$ cat config.mk
export PLATFORM = sky130hd
export DESIGN_NAME = regbank_atomic
export DESIGN_NICKNAME = d
export VERILOG_FILES = /design/src/rtl/rb_pkg.sv /design/src/rtl/rb_ptr.sv /design/src/rtl/rb_wide_param.sv /design/src/rtl/regbank_atomic.sv
export SDC_FILE = /design/constraint.sdc
export NUM_CORES = 1
export LEC_CHECK = 0
export ABC_AREA = 1
export CAP_MARGIN = 0
export CORE_MARGIN = 1
export CORE_UTILIZATION = 57
export DETAILED_ROUTE_END_ITERATION = 8
export PLACE_DENSITY = 0.92
export SLEW_MARGIN = 25
export SYNTH_ARGS = -nofsm -noshare
export SYNTH_HDL_FRONTEND = slang
export SYNTH_HIERARCHICAL = 1
export SYNTH_SLANG_ARGS = --single-unit
$ cat constraint.sdc
create_clock -name clk -period 4.6 [get_ports clk]
set_input_delay 0.92 -clock clk [delete_from_list [all_inputs] [get_ports clk]]
set_output_delay 0.92 -clock clk [all_outputs]
set_load 0.05 [all_outputs]
$ cat src/rtl/rb_pkg.sv
package rb_pkg;
   localparam int unsigned RB_AW = 8;
   localparam int unsigned RB_DW = 8;

   localparam logic [RB_AW-1:0] ADDR_CTRL = 8'h00;
   localparam logic [RB_AW-1:0] ADDR_STAT = 8'h01;
   localparam logic [RB_AW-1:0] ADDR_PA   = 8'h02;
   localparam logic [RB_AW-1:0] ADDR_PB   = 8'h04;
   localparam logic [RB_AW-1:0] ADDR_KEY  = 8'h07;

   localparam int unsigned PA_WIDTH = 12;
   localparam int unsigned PB_WIDTH = 24;
   localparam logic [PA_WIDTH-1:0] PA_RESET = 12'h3C5;
   localparam logic [PB_WIDTH-1:0] PB_RESET = 24'h0A0B0C;
endpackage

$ cat src/rtl/rb_ptr.sv
module rb_ptr #(
   parameter int unsigned AW = 8
) (
   input  logic          clk,
   input  logic          rst,
   input  logic          bus_start,
   input  logic          bus_stop,
   input  logic          byte_wr,
   input  logic          byte_rd,
   input  logic [AW-1:0] wdata_addr,
   output logic [AW-1:0] ptr,
   output logic          addr_wr,
   output logic          data_wr,
   output logic          data_rd,
   output logic          active
);
   logic addr_phase;
   logic quiet;

   // start and stop strobes take precedence over a byte in the same cycle
   assign quiet   = bus_start | bus_stop | ~active;
   assign addr_wr = ~quiet & addr_phase & byte_wr;
   assign data_wr = ~quiet & ~addr_phase & byte_wr;
   assign data_rd = ~quiet & byte_rd;

   always_ff @(posedge clk) begin
      if (rst) begin
         ptr        <= '0;
         active     <= 1'b0;
         addr_phase <= 1'b0;
      end else begin
         if (bus_start) begin
            active     <= 1'b1;
            addr_phase <= 1'b1;
         end else if (bus_stop) begin
            active     <= 1'b0;
            addr_phase <= 1'b0;
         end else if (addr_wr) begin
            ptr        <= wdata_addr;
            addr_phase <= 1'b0;
         end else if (data_wr || data_rd) begin
            ptr <= ptr + AW'(1);
         end
      end
   end
endmodule

$ cat src/rtl/rb_wide_param.sv
module rb_wide_param #(
   parameter int unsigned AW     = 8,
   parameter int unsigned DW     = 8,
   parameter int unsigned NBYTES = 2,
   parameter int unsigned WIDTH  = 12,
   parameter logic [AW-1:0]    BASE    = '0,
   parameter logic [WIDTH-1:0] RST_VAL = '0
) (
   input  logic             clk,
   input  logic             rst,
   input  logic             wr_en,
   input  logic [AW-1:0]    addr,
   input  logic [DW-1:0]    wdata,
   output logic [WIDTH-1:0] live,
   output logic [DW-1:0]    rd_byte
);
   localparam int unsigned SHW      = (NBYTES - 1) * DW;
   localparam int unsigned FULLW    = NBYTES * DW;
   localparam int unsigned TOP_BITS = WIDTH - SHW;
   localparam int unsigned PADW     = FULLW - WIDTH;
   localparam int unsigned EW       = $clog2(NBYTES) + 1;
   localparam logic [DW-1:0] TOP_MASK = DW'((2 ** TOP_BITS) - 1);

   if (NBYTES < 2) begin : g_bad_nbytes
      $error("rb_wide_param: NBYTES must be at least 2");
   end
   if (WIDTH <= SHW || WIDTH > FULLW) begin : g_bad_width
      $error("rb_wide_param: WIDTH does not fit NBYTES bytes");
   end

   logic [SHW-1:0]   shadow;
   logic [EW-1:0]    expect_idx;
   logic [AW-1:0]    idx;
   logic             in_range;
   logic [FULLW-1:0] full;
   logic [FULLW-1:0] padded;

   assign idx      = addr - BASE;
   assign in_range = (int'(idx) < int'(NBYTES));
   assign full     = {shadow, wdata};

   if (PADW == 0) begin : g_nopad
      assign padded = live;
   end else begin : g_pad
      assign padded = {{PADW{1'b0}}, live};
   end

   always_comb begin
      rd_byte = '0;
      if (in_range)
         rd_byte = padded[(int'(NBYTES) - 1 - int'(idx)) * int'(DW) +: DW];
   end

   always_ff @(posedge clk) begin
      if (rst) begin
         live       <= RST_VAL;
         shadow     <= '0;
         expect_idx <= '0;
      end else if (wr_en) begin
         if (!in_range) begin
            expect_idx <= '0;
         end else if (idx == '0) begin
            shadow[SHW-1 -: DW] <= wdata & TOP_MASK;
            expect_idx          <= EW'(1);
         end else if (expect_idx != '0 && int'(idx) == int'(expect_idx)) begin
            if (int'(idx) == int'(NBYTES) - 1) begin
               live       <= full[WIDTH-1:0];
               expect_idx <= '0;
            end else begin
               shadow[(int'(NBYTES) - 2 - int'(idx)) * int'(DW) +: DW] <= wdata;
               expect_idx <= expect_idx + EW'(1);
            end
         end else begin
            expect_idx <= '0;
         end
      end
   end
endmodule

$ cat src/rtl/regbank_atomic.sv
module regbank_atomic
   import rb_pkg::*;
#(
   parameter int unsigned AW = RB_AW,
   parameter int unsigned DW = RB_DW,
   parameter int unsigned A_WIDTH = PA_WIDTH,
   parameter int unsigned B_WIDTH = PB_WIDTH,
   parameter logic [A_WIDTH-1:0] A_RESET = PA_RESET,
   parameter logic [B_WIDTH-1:0] B_RESET = PB_RESET
) (
   input  logic               clk,
   input  logic               rst,
   input  logic               bus_start,
   input  logic               bus_stop,
   input  logic               byte_wr,
   input  logic               byte_rd,
   input  logic [DW-1:0]      wdata,
   input  logic [DW-1:0]      stat_in,
   output logic [DW-1:0]      rdata,
   output logic [DW-1:0]      cfg_ctrl,
   output logic [DW-1:0]      cfg_key,
   output logic [A_WIDTH-1:0] param_a,
   output logic [B_WIDTH-1:0] param_b
);
   localparam int unsigned A_BYTES = (A_WIDTH + DW - 1) / DW;
   localparam int unsigned B_BYTES = (B_WIDTH + DW - 1) / DW;

   if (AW != DW) begin : g_bad_aw
      $error("regbank_atomic: pointer is loaded from one data byte, AW must equal DW");
   end

   logic [AW-1:0] ptr;
   logic          addr_wr;
   logic          data_wr;
   logic          data_rd;
   logic          active;
   logic [DW-1:0] a_rd;
   logic [DW-1:0] b_rd;
   logic [DW-1:0] rd_mux;

   rb_ptr #(.AW(AW)) u_ptr (
      .clk        (clk),
      .rst        (rst),
      .bus_start  (bus_start),
      .bus_stop   (bus_stop),
      .byte_wr    (byte_wr),
      .byte_rd    (byte_rd),
      .wdata_addr (wdata),
      .ptr        (ptr),
      .addr_wr    (addr_wr),
      .data_wr    (data_wr),
      .data_rd    (data_rd),
      .active     (active)
   );

   rb_wide_param #(
      .AW(AW), .DW(DW), .NBYTES(A_BYTES), .WIDTH(A_WIDTH),
      .BASE(ADDR_PA), .RST_VAL(A_RESET)
   ) u_pa (
      .clk     (clk),
      .rst     (rst),
      .wr_en   (data_wr),
      .addr    (ptr),
      .wdata   (wdata),
      .live    (param_a),
      .rd_byte (a_rd)
   );

   rb_wide_param #(
      .AW(AW), .DW(DW), .NBYTES(B_BYTES), .WIDTH(B_WIDTH),
      .BASE(ADDR_PB), .RST_VAL(B_RESET)
   ) u_pb (
      .clk     (clk),
      .rst     (rst),
      .wr_en   (data_wr),
      .addr    (ptr),
      .wdata   (wdata),
      .live    (param_b),
      .rd_byte (b_rd)
   );

   // write-only key contributes nothing to the read path
   always_comb begin
      rd_mux = a_rd | b_rd;
      if (ptr == ADDR_CTRL) rd_mux = cfg_ctrl;
      if (ptr == ADDR_STAT) rd_mux = stat_in;
   end

   always_ff @(posedge clk) begin
      if (rst) begin
         cfg_ctrl <= '0;
         cfg_key  <= '0;
         rdata    <= '0;
      end else begin
         if (data_wr && ptr == ADDR_CTRL) cfg_ctrl <= wdata;
         if (data_wr && ptr == ADDR_KEY)  cfg_key  <= wdata;
         if (data_rd)                     rdata    <= rd_mux;
      end
   end
endmodule

# Word level (Yosys, flattened, before mapping)
# Index checks and enable logic that the tools add are counted.
[word_totals]
elab_cells = 104
out_inout_bits = 60
input_bits = 22
reg_bits = 99
[op_classes]
add_sub_neg = 11
bitwise_logic = 16
n_eq_ne = 8
order_cmp = 2
shifts = 6
reduce_logical = 21
n_mux = 27
[op_table]
columns = ["cell", "count"]
rows = [
  ["8-bit 2-to-1 mux", 10],
  ["32-bit negation with 33-bit output", 2],
  ["8-bit by 33-bit variable shift with 16-bit output, first input constant", 1],
  ["8-bit by 33-bit variable shift with 8-bit output, first input constant", 1],
  ["8-bit by 33-bit indexed part select with 16-bit output", 1],
  ["8-bit by 33-bit indexed part select with 8-bit output", 1],
  ["16-bit 2-to-1 mux", 2],
  ["16-bit by 32-bit indexed part select with 8-bit output", 1],
  ["24-bit by 32-bit indexed part select with 8-bit output", 1],
  ["1-bit by 8-bit subtractor with 9-bit output, first input constant", 3],
  ["8-bit zero test", 3],
  ["16-bit bitwise mux", 1],
  ["8-bit by 3-bit == test with 1-bit output, second input constant", 2],
  ["8-bit by 2-bit less-than comparator with 1-bit output, second input constant", 2],
  ["5-bit AND reduction", 3],
  ["3-bit 2-to-1 mux", 4],
  ["2-bit nonzero test", 5],
  ["2-bit by 8-bit subtractor with 9-bit output, first input constant", 1],
  ["8-bit by 1-bit adder with 8-bit output, second input constant", 1],
  ["8-bit bitwise mux", 1],
  ["8-bit by 1-bit == test with 1-bit output, second input constant", 1],
  ["8-bit by 2-bit == test with 1-bit output, second input constant", 1],
  ["8-bit by 3-bit == test with 1-bit output", 1],
  ["8-bit by 4-bit == test with 1-bit output", 1],
  ["other kinds (16)", 41],
]

# Depth between registers and ports, before layout
[depth]
depth_word = 8
mapped_depth = 28
depth_no_buf = 27

# Cells and area by module
# Netlist, hierarchy kept.
[modules_own_cells]
columns = ["module", "n_inst", "seq_area_each_um2", "area_per_inst_um2", "cells_each"]
rows = [
  ["rb_wide_param (u_pb)", 1, 860.8, 3161.8, 502],
  ["rb_wide_param (u_pa)", 1, 360.3, 1773.0, 282],
  ["regbank_atomic", 1, 480.5, 1177.4, 162],
  ["rb_ptr", 1, 200.2, 624.3, 102],
]

# Worst setup path after synthesis
# No wires, ideal clock.
[synth_path]
path_type = "register to register"
startpoint = "register u_ptr.ptr[1]"
endpoint = "register u_pa.shadow[0]"
t_required_ns = 4.490
stages_incl_launch_ff = 24
arrival_ns = 3.398
path_buffers = 0
setup_ns = 0.110
path_slack_ns = 1.092
synth_period_minus_slack_ns = 3.508
path_cell_list = "dfxtp_1 -> inv_2 -> ha_1 -> nand2_1 -> inv_1 -> nand2_2 -> inv_2 -> nand3_2 -> nor2_4 -> inv_2 -> nor2_1 -> nand2_1 -> ha_1 -> inv_1 -> nor2_1 -> nand4_1 -> nor4b_1 -> nand2_1 -> nor2_2 -> nand2_2 -> nand2_4 -> nand3_1 -> inv_1 -> nor2_2"
[synth_via]
elab_chain_len = 8
elab_cells_between_ends = 17
classes_between = "add/sub (3); order compare (1); eq/ne (3); shift (2); mux (4); reduce/logical (4)"
[synth_rtl]
columns = ["item", "line", "source"]
rows = [
  ["start, declared", "rb_ptr.sv:11", "output logic [AW-1:0] ptr,"],
  ["start signal, assigned", "rb_ptr.sv:39", "ptr <= wdata_addr;"],
  ["start signal, assigned", "rb_ptr.sv:42", "ptr <= ptr + AW'(1);"],
  ["8-bit by 2-bit subtractor with 8-bit output *", "rb_wide_param.sv:38", "assign idx = addr - BASE;"],
  ["1-bit by 8-bit subtractor with 9-bit output", "rb_wide_param.sv:70", "shadow[(int'(NBYTES) - 2 - int'(idx)) * int'(DW) +: DW] <= wdata;"],
  ["32-bit negation with 33-bit output", "rb_wide_param.sv:70", ""],
  ["8-bit by 33-bit indexed part select with 8-bit output or 8-bit by 33-bit variable shift with 8-bit output (tied branches)", "rb_wide_param.sv:70", ""],
  ["8-bit bitwise mux", "rb_wide_param.sv:70", ""],
  ["8-bit 2-to-1 mux", "rb_wide_param.sv:66", "if (int'(idx) == int'(NBYTES) - 1) begin"],
  ["8-bit 2-to-1 mux", "rb_wide_param.sv:65", "end else if (expect_idx != '0 && int'(idx) == int'(expect_idx)) begin"],
  ["8-bit 2-to-1 mux", "rb_wide_param.sv:62", "end else if (idx == '0) begin"],
  ["end signal, assigned by index", "rb_wide_param.sv:63", "shadow[SHW-1 -: DW] <= wdata & TOP_MASK;"],
  ["end signal, assigned by index", "rb_wide_param.sv:70", ""],
  ["end, declared", "rb_wide_param.sv:31", "logic [SHW-1:0] shadow;"],
]
# Mark *: on every way between the ends. The rest lies on a longest branch, timed or not. The select of a mux whose other input is x is not followed.
# A chain may end at the register's enable or synchronous reset.

# Worst setup path after layout
[layout_path]
startpoint = "register u_ptr.ptr[2]"
endpoint = "register u_pb.shadow[15]"
[layout_via]
elab_chain_len = 8
elab_cells_between_ends = 17
classes_between = "add/sub (3); order compare (1); eq/ne (3); shift (2); mux (4); reduce/logical (4)"
[layout_rtl]
columns = ["item", "line"]
rows = [
  ["8-bit by 3-bit subtractor with 8-bit output *", "rb_wide_param.sv:38"],
  ["1-bit by 8-bit subtractor with 9-bit output", "rb_wide_param.sv:70"],
  ["32-bit negation with 33-bit output", "rb_wide_param.sv:70"],
  ["8-bit by 33-bit indexed part select with 16-bit output or 8-bit by 33-bit variable shift with 16-bit output (tied branches)", "rb_wide_param.sv:70"],
  ["16-bit bitwise mux", "rb_wide_param.sv:70"],
  ["16-bit 2-to-1 mux", "rb_wide_param.sv:66"],
  ["16-bit 2-to-1 mux", "rb_wide_param.sv:65"],
  ["8-bit 2-to-1 mux", "rb_wide_param.sv:62"],
  ["end signal, assigned by index", "rb_wide_param.sv:63"],
  ["end signal, assigned by index", "rb_wide_param.sv:70"],
  ["end, declared", "rb_wide_param.sv:31"],
]
# Marks and branches as above.

==> results.tsv <==
stage	metric	value	unit
run_status	outcome	complete, no violations	
die	dieArea	12260	sq um
worst_setup_path	path_max_fanout	16	
timing	rsz0062_at_grt	no	
routing	drcViolationCount	0	
routing	first_pass_iters	6	
worst_setup_path	critical_path.endpoint_type	flop	
routing	via_count	7162	
routing	post_drt_via_cell_ratio	5.639	
clocking	post_cts_buffers	0	
grt	grt-ovfl-total	0	
logic_synthesis	synth-seq-area-share	28.23	%
placement	postPlaceCellArea	7607	sq um
timing	worst_pin_slew	1.031	ns
placement	port_buffers	81	
final_layout	synthToLayoutAreaGrowth	17.83	%
placement	gp_congestion	0.9130	
routing	wl_per_cell	14.77	microns
routing	highest_layer	met4	
routing	dr_wl_met3	1647	microns
logic_synthesis	yosysTopAreaCell	dfxtp_1	
worst_hold_path	holdPathStages	2	
logic_synthesis	synth_top_area_share	28.23	%
timing	fin_tns_setup	0	ns
clocking	postCtsHoldBufs	0	
grt	grt_pass1_vias	6498	
die	ios	82	
final_layout	drive_gt1_share	11.89	%
power	p_leak	0.003589	uW
clocking	cts_resized	0	
worst_setup_path	critical_path_class	flop to flop	
grt	antenna_found_initial	0	
clocking	cts_buffers	9	
placement	dp_hpwl	13020	microns
worst_setup_path	path_delay_family	simple AND/OR/NAND/NOR gates	
timing	slew_headroom	30.84	%
logic_synthesis	synth_cell_types	45	
timing	period_minus_slack	3.775	ns
logic_synthesis	syn_area_per_cell	6.428	sq um
worst_setup_path	cp.arrival	4.06	ns
clocking	clock-root-buffer	clkbuf_16	
logic_synthesis	yosys-top-cells-area	dfxtp_1 (28%), nand2_1 (13%), nor2_1 (8.7%)	
clocking	clock-sinks	95	
clocking	cts_tree	built	
power	irDropWorstVdd	315.7	uV
worst_setup_path	r2r_cells	25	
grt	grt_start_max_net_pins	41	
logic_synthesis	synth_nets	1100	
timing	hold_violations	0	
routing	wl_met2	8992	microns
timing	timing.fmax	0.2649	GHz
worst_setup_path	cp_slowest_cell	dfxtp_1	
die	core_area	11470	sq um
final_layout	final_util	69.22	%
routing	drt-met1-wl	7504	microns
worst_setup_path	required	4.88	ns
worst_hold_path	holdPathEnd	u_pa/live[10]$_SDFFE_PP0P_	
logic_synthesis	synthArstFlopShare	0	%
die	die_w	110.7	microns
logic_synthesis	synth_enable_flop_cells	0	
worst_setup_path	r2r_slack	0.83	ns
die	start_util	58.75	%
logic_synthesis	yosys_warnings	6	
worst_setup_path	critPathBufInv	5	
final_layout	fin_nets	1174	
worst_setup_path	slowest_delay	0.50	ns
worst_hold_path	hold_class	flop to flop	
logic_synthesis	synth-seq-cells	95	
routing	detail_route.iter0.violations	646	
flow_run	cap_violations	0	
grt	grt_pass1_wl	30460	microns
clocking	clkTransAtPathRegs	0.07	ns
worst_setup_path	r2r_end	u_pb/shadow[15]$_SDFFE_PP0P_	
worst_setup_path	start_kind	flop	
worst_setup_path	startpoint	u_ptr/ptr[2]$_SDFFE_PP0P_	
timing	report.final.slew_viol_count	0	
routing	routed_wl	18760	microns
logic_synthesis	synth_flop_cell	dfxtp_1	
timing	fin_skew	0.008530	ns
routing	ant_nets	0	
clocking	cts.path.max_buffers	2	
clocking	clock_latency	0.35	ns
die	die_y	110.7	microns
logic_synthesis	synth_area	6736	sq um
worst_hold_path	min_from	u_pa/shadow[2]$_SDFFE_PP0P_	
timing	whs	0.4735	ns
logic_synthesis	syn_inst	1048	
die	rows	39	
final_layout	fin_area	7938	sq um
timing	finalSetupViolCount	0	
clocking	cts_max_level	3	
final_layout	antenna_cells	0	
power	p_per_area	239.9	nW/um^2
worst_setup_path	r2r-start	u_ptr/ptr[2]$_SDFFE_PP0P_	
timing	post-route-period-util	82.06	%
grt	track_usage	30.27	%
-- Yosys cell counts (2+ instances only) --
| cell | number |
|---|---|
| nand2_1 | 242 |
| nor2_1 | 157 |
| inv_1 | 123 |
| dfxtp_1 | 95 |
| nand3_1 | 81 |
| a21oi_1 | 61 |
| o21ai_0 | 56 |
| ha_1 | 30 |
| nand2_2 | 28 |
| inv_2 | 17 |
| nand4_1 | 17 |
| nor2_2 | 15 |
| nand2_4 | 13 |
| o21ai_1 | 13 |
| nor2_4 | 11 |
| o211ai_1 | 11 |
| buf_6 | 7 |
| clkbuf_1 | 7 |
| nand3_2 | 7 |
| buf_2 | 6 |
| nor3_1 | 6 |
| a21oi_2 | 5 |
| nor3b_1 | 4 |
| buf_4 | 3 |
| clkinv_1 | 3 |
| clkinv_2 | 3 |
| nor2_8 | 3 |
| and3_1 | 2 |
| nand3_4 | 2 |
| nand4_2 | 2 |
| nor3_2 | 2 |
| o31ai_1 | 2 |
| xnor2_1 | 2 |
-- layer usage --
| metal | vias up | global-route usage [%] |
|---|---|---|
| met5 | - | 0 |
| met4 | 0 | 13.33 |
| met1 | 3252 | 37.09 |
| met3 | 61 | 6.397 |
| met2 | 353 | 51.06 |
| li1 | 3496 | - |
-- how the worst max path moves through the flow --
stage          cells after the start                      endpoint
4_1_cts                           22   u_pb/shadow[2]$_SDFFE_PP0P_
3_5_place_dp                      22   u_pb/shadow[2]$_SDFFE_PP0P_
6_report                          25  u_pb/shadow[15]$_SDFFE_PP0P_
3_3_place_gp                      22   u_pb/shadow[2]$_SDFFE_PP0P_
5_1_grt                           23   u_pb/shadow[2]$_SDFFE_PP0P_
2_1_floorplan                     23   u_pa/shadow[0]$_SDFFE_PP0P_
-- cells by family after synthesis --
group | Yosys count | synth area share (%)
XOR/XNOR | 3 | 0.3901
buffers and inverters | 171 | 10.81
adder cells (fa/ha/maj) | 30 | 5.572
flip-flops | 95 | 28.23
AO/OA/AOI/OAI | 153 | 12.41
AND/OR/NAND/NOR | 596 | 42.59
-- stage by stage --
stage,power [uW],cells,worst slack [ns]
after global placement,1085,1254,1.039
after floorplan,1018,1048,1.092
final,1904,1270,0.8252
after detailed placement,1089,1254,0.8787
after CTS,1898,1270,0.8546
after global routing,1968,1270,0.4931
-- worst register-to-register path: stages, from the launching register on --
cell     delay [ns]
dfxtp_1        0.50
buf_4          0.26
ha_1           0.28
inv_1          0.07
nor2_1         0.20
nand2_2        0.11
nor2_4         0.13
nand3_1        0.11
inv_1          0.27
nand3_1        0.12
ha_1           0.31
inv_1          0.06
nand2_1        0.05
nor2_1         0.11
nand2_1        0.06
nor2_1         0.10
nor2_1         0.04
nor2_1         0.09
nand2_1        0.09
inv_2          0.07
nand3_1        0.08
nand2_1        0.08
nand2_2        0.20
nand2_1        0.15
nand2_1        0.06
nor2_1         0.13
-- power breakdown --
| group | total, uW | leakage (uW) | switching (uW) | internal [uW] |
|---|---|---|---|---|
| combinational | 247 | 0.00267 | 169 | 77.5 |
| clock | 828 | 0.000156 | 342 | 485 |
| sequential | 830 | 0.000767 | 3.81 | 826 |
| total | 1900 | 0.00359 | 515 | 1390 |
-- registers in the layout, indices dropped and copies added, names as in the netlist --
register / cells
u_pb/live: 24
u_pb/shadow: 16
u_pa/live: 12
cfg_ctrl: 8
cfg_key: 8
rdata: 8
u_ptr/ptr: 8
u_pa/shadow: 4
u_pb/expect_idx: 3
u_pa/expect_idx: 2
u_ptr/active: 1
u_ptr/addr_phase: 1
-- area by class of cell --
cell class	instances	area (sq um)
clock buffer	10	229.0
sequential	95	1902
fill	895	3530
clock inverter	6	101.3
tap	143	178.9
timing repair buffer	88	863.3
inverter	146	551.8
multi-input combinational	782	4111
-- placed cells by master, fill, tap and decap left out, drive strengths merged --
master,count
a21oi,66
xor2,1
nor3b,4
buf,7
nor4,1
dfxtp,95
nand3,90
clkdlybuf4s50,81
o2111ai,1
a31oi,1
nor4b,1
a22oi,1
clkbuf,10
and3,2
o31ai,2
o21ai,70
xnor2,2
nor2b,1
ha,30
bufinv,2
clkinv,8
inv,141
nand4,19
nor2,186
o211ai,12
nand2,283
clkinvlp,1
nor3,9
Power figures use the tool's default switching activity.
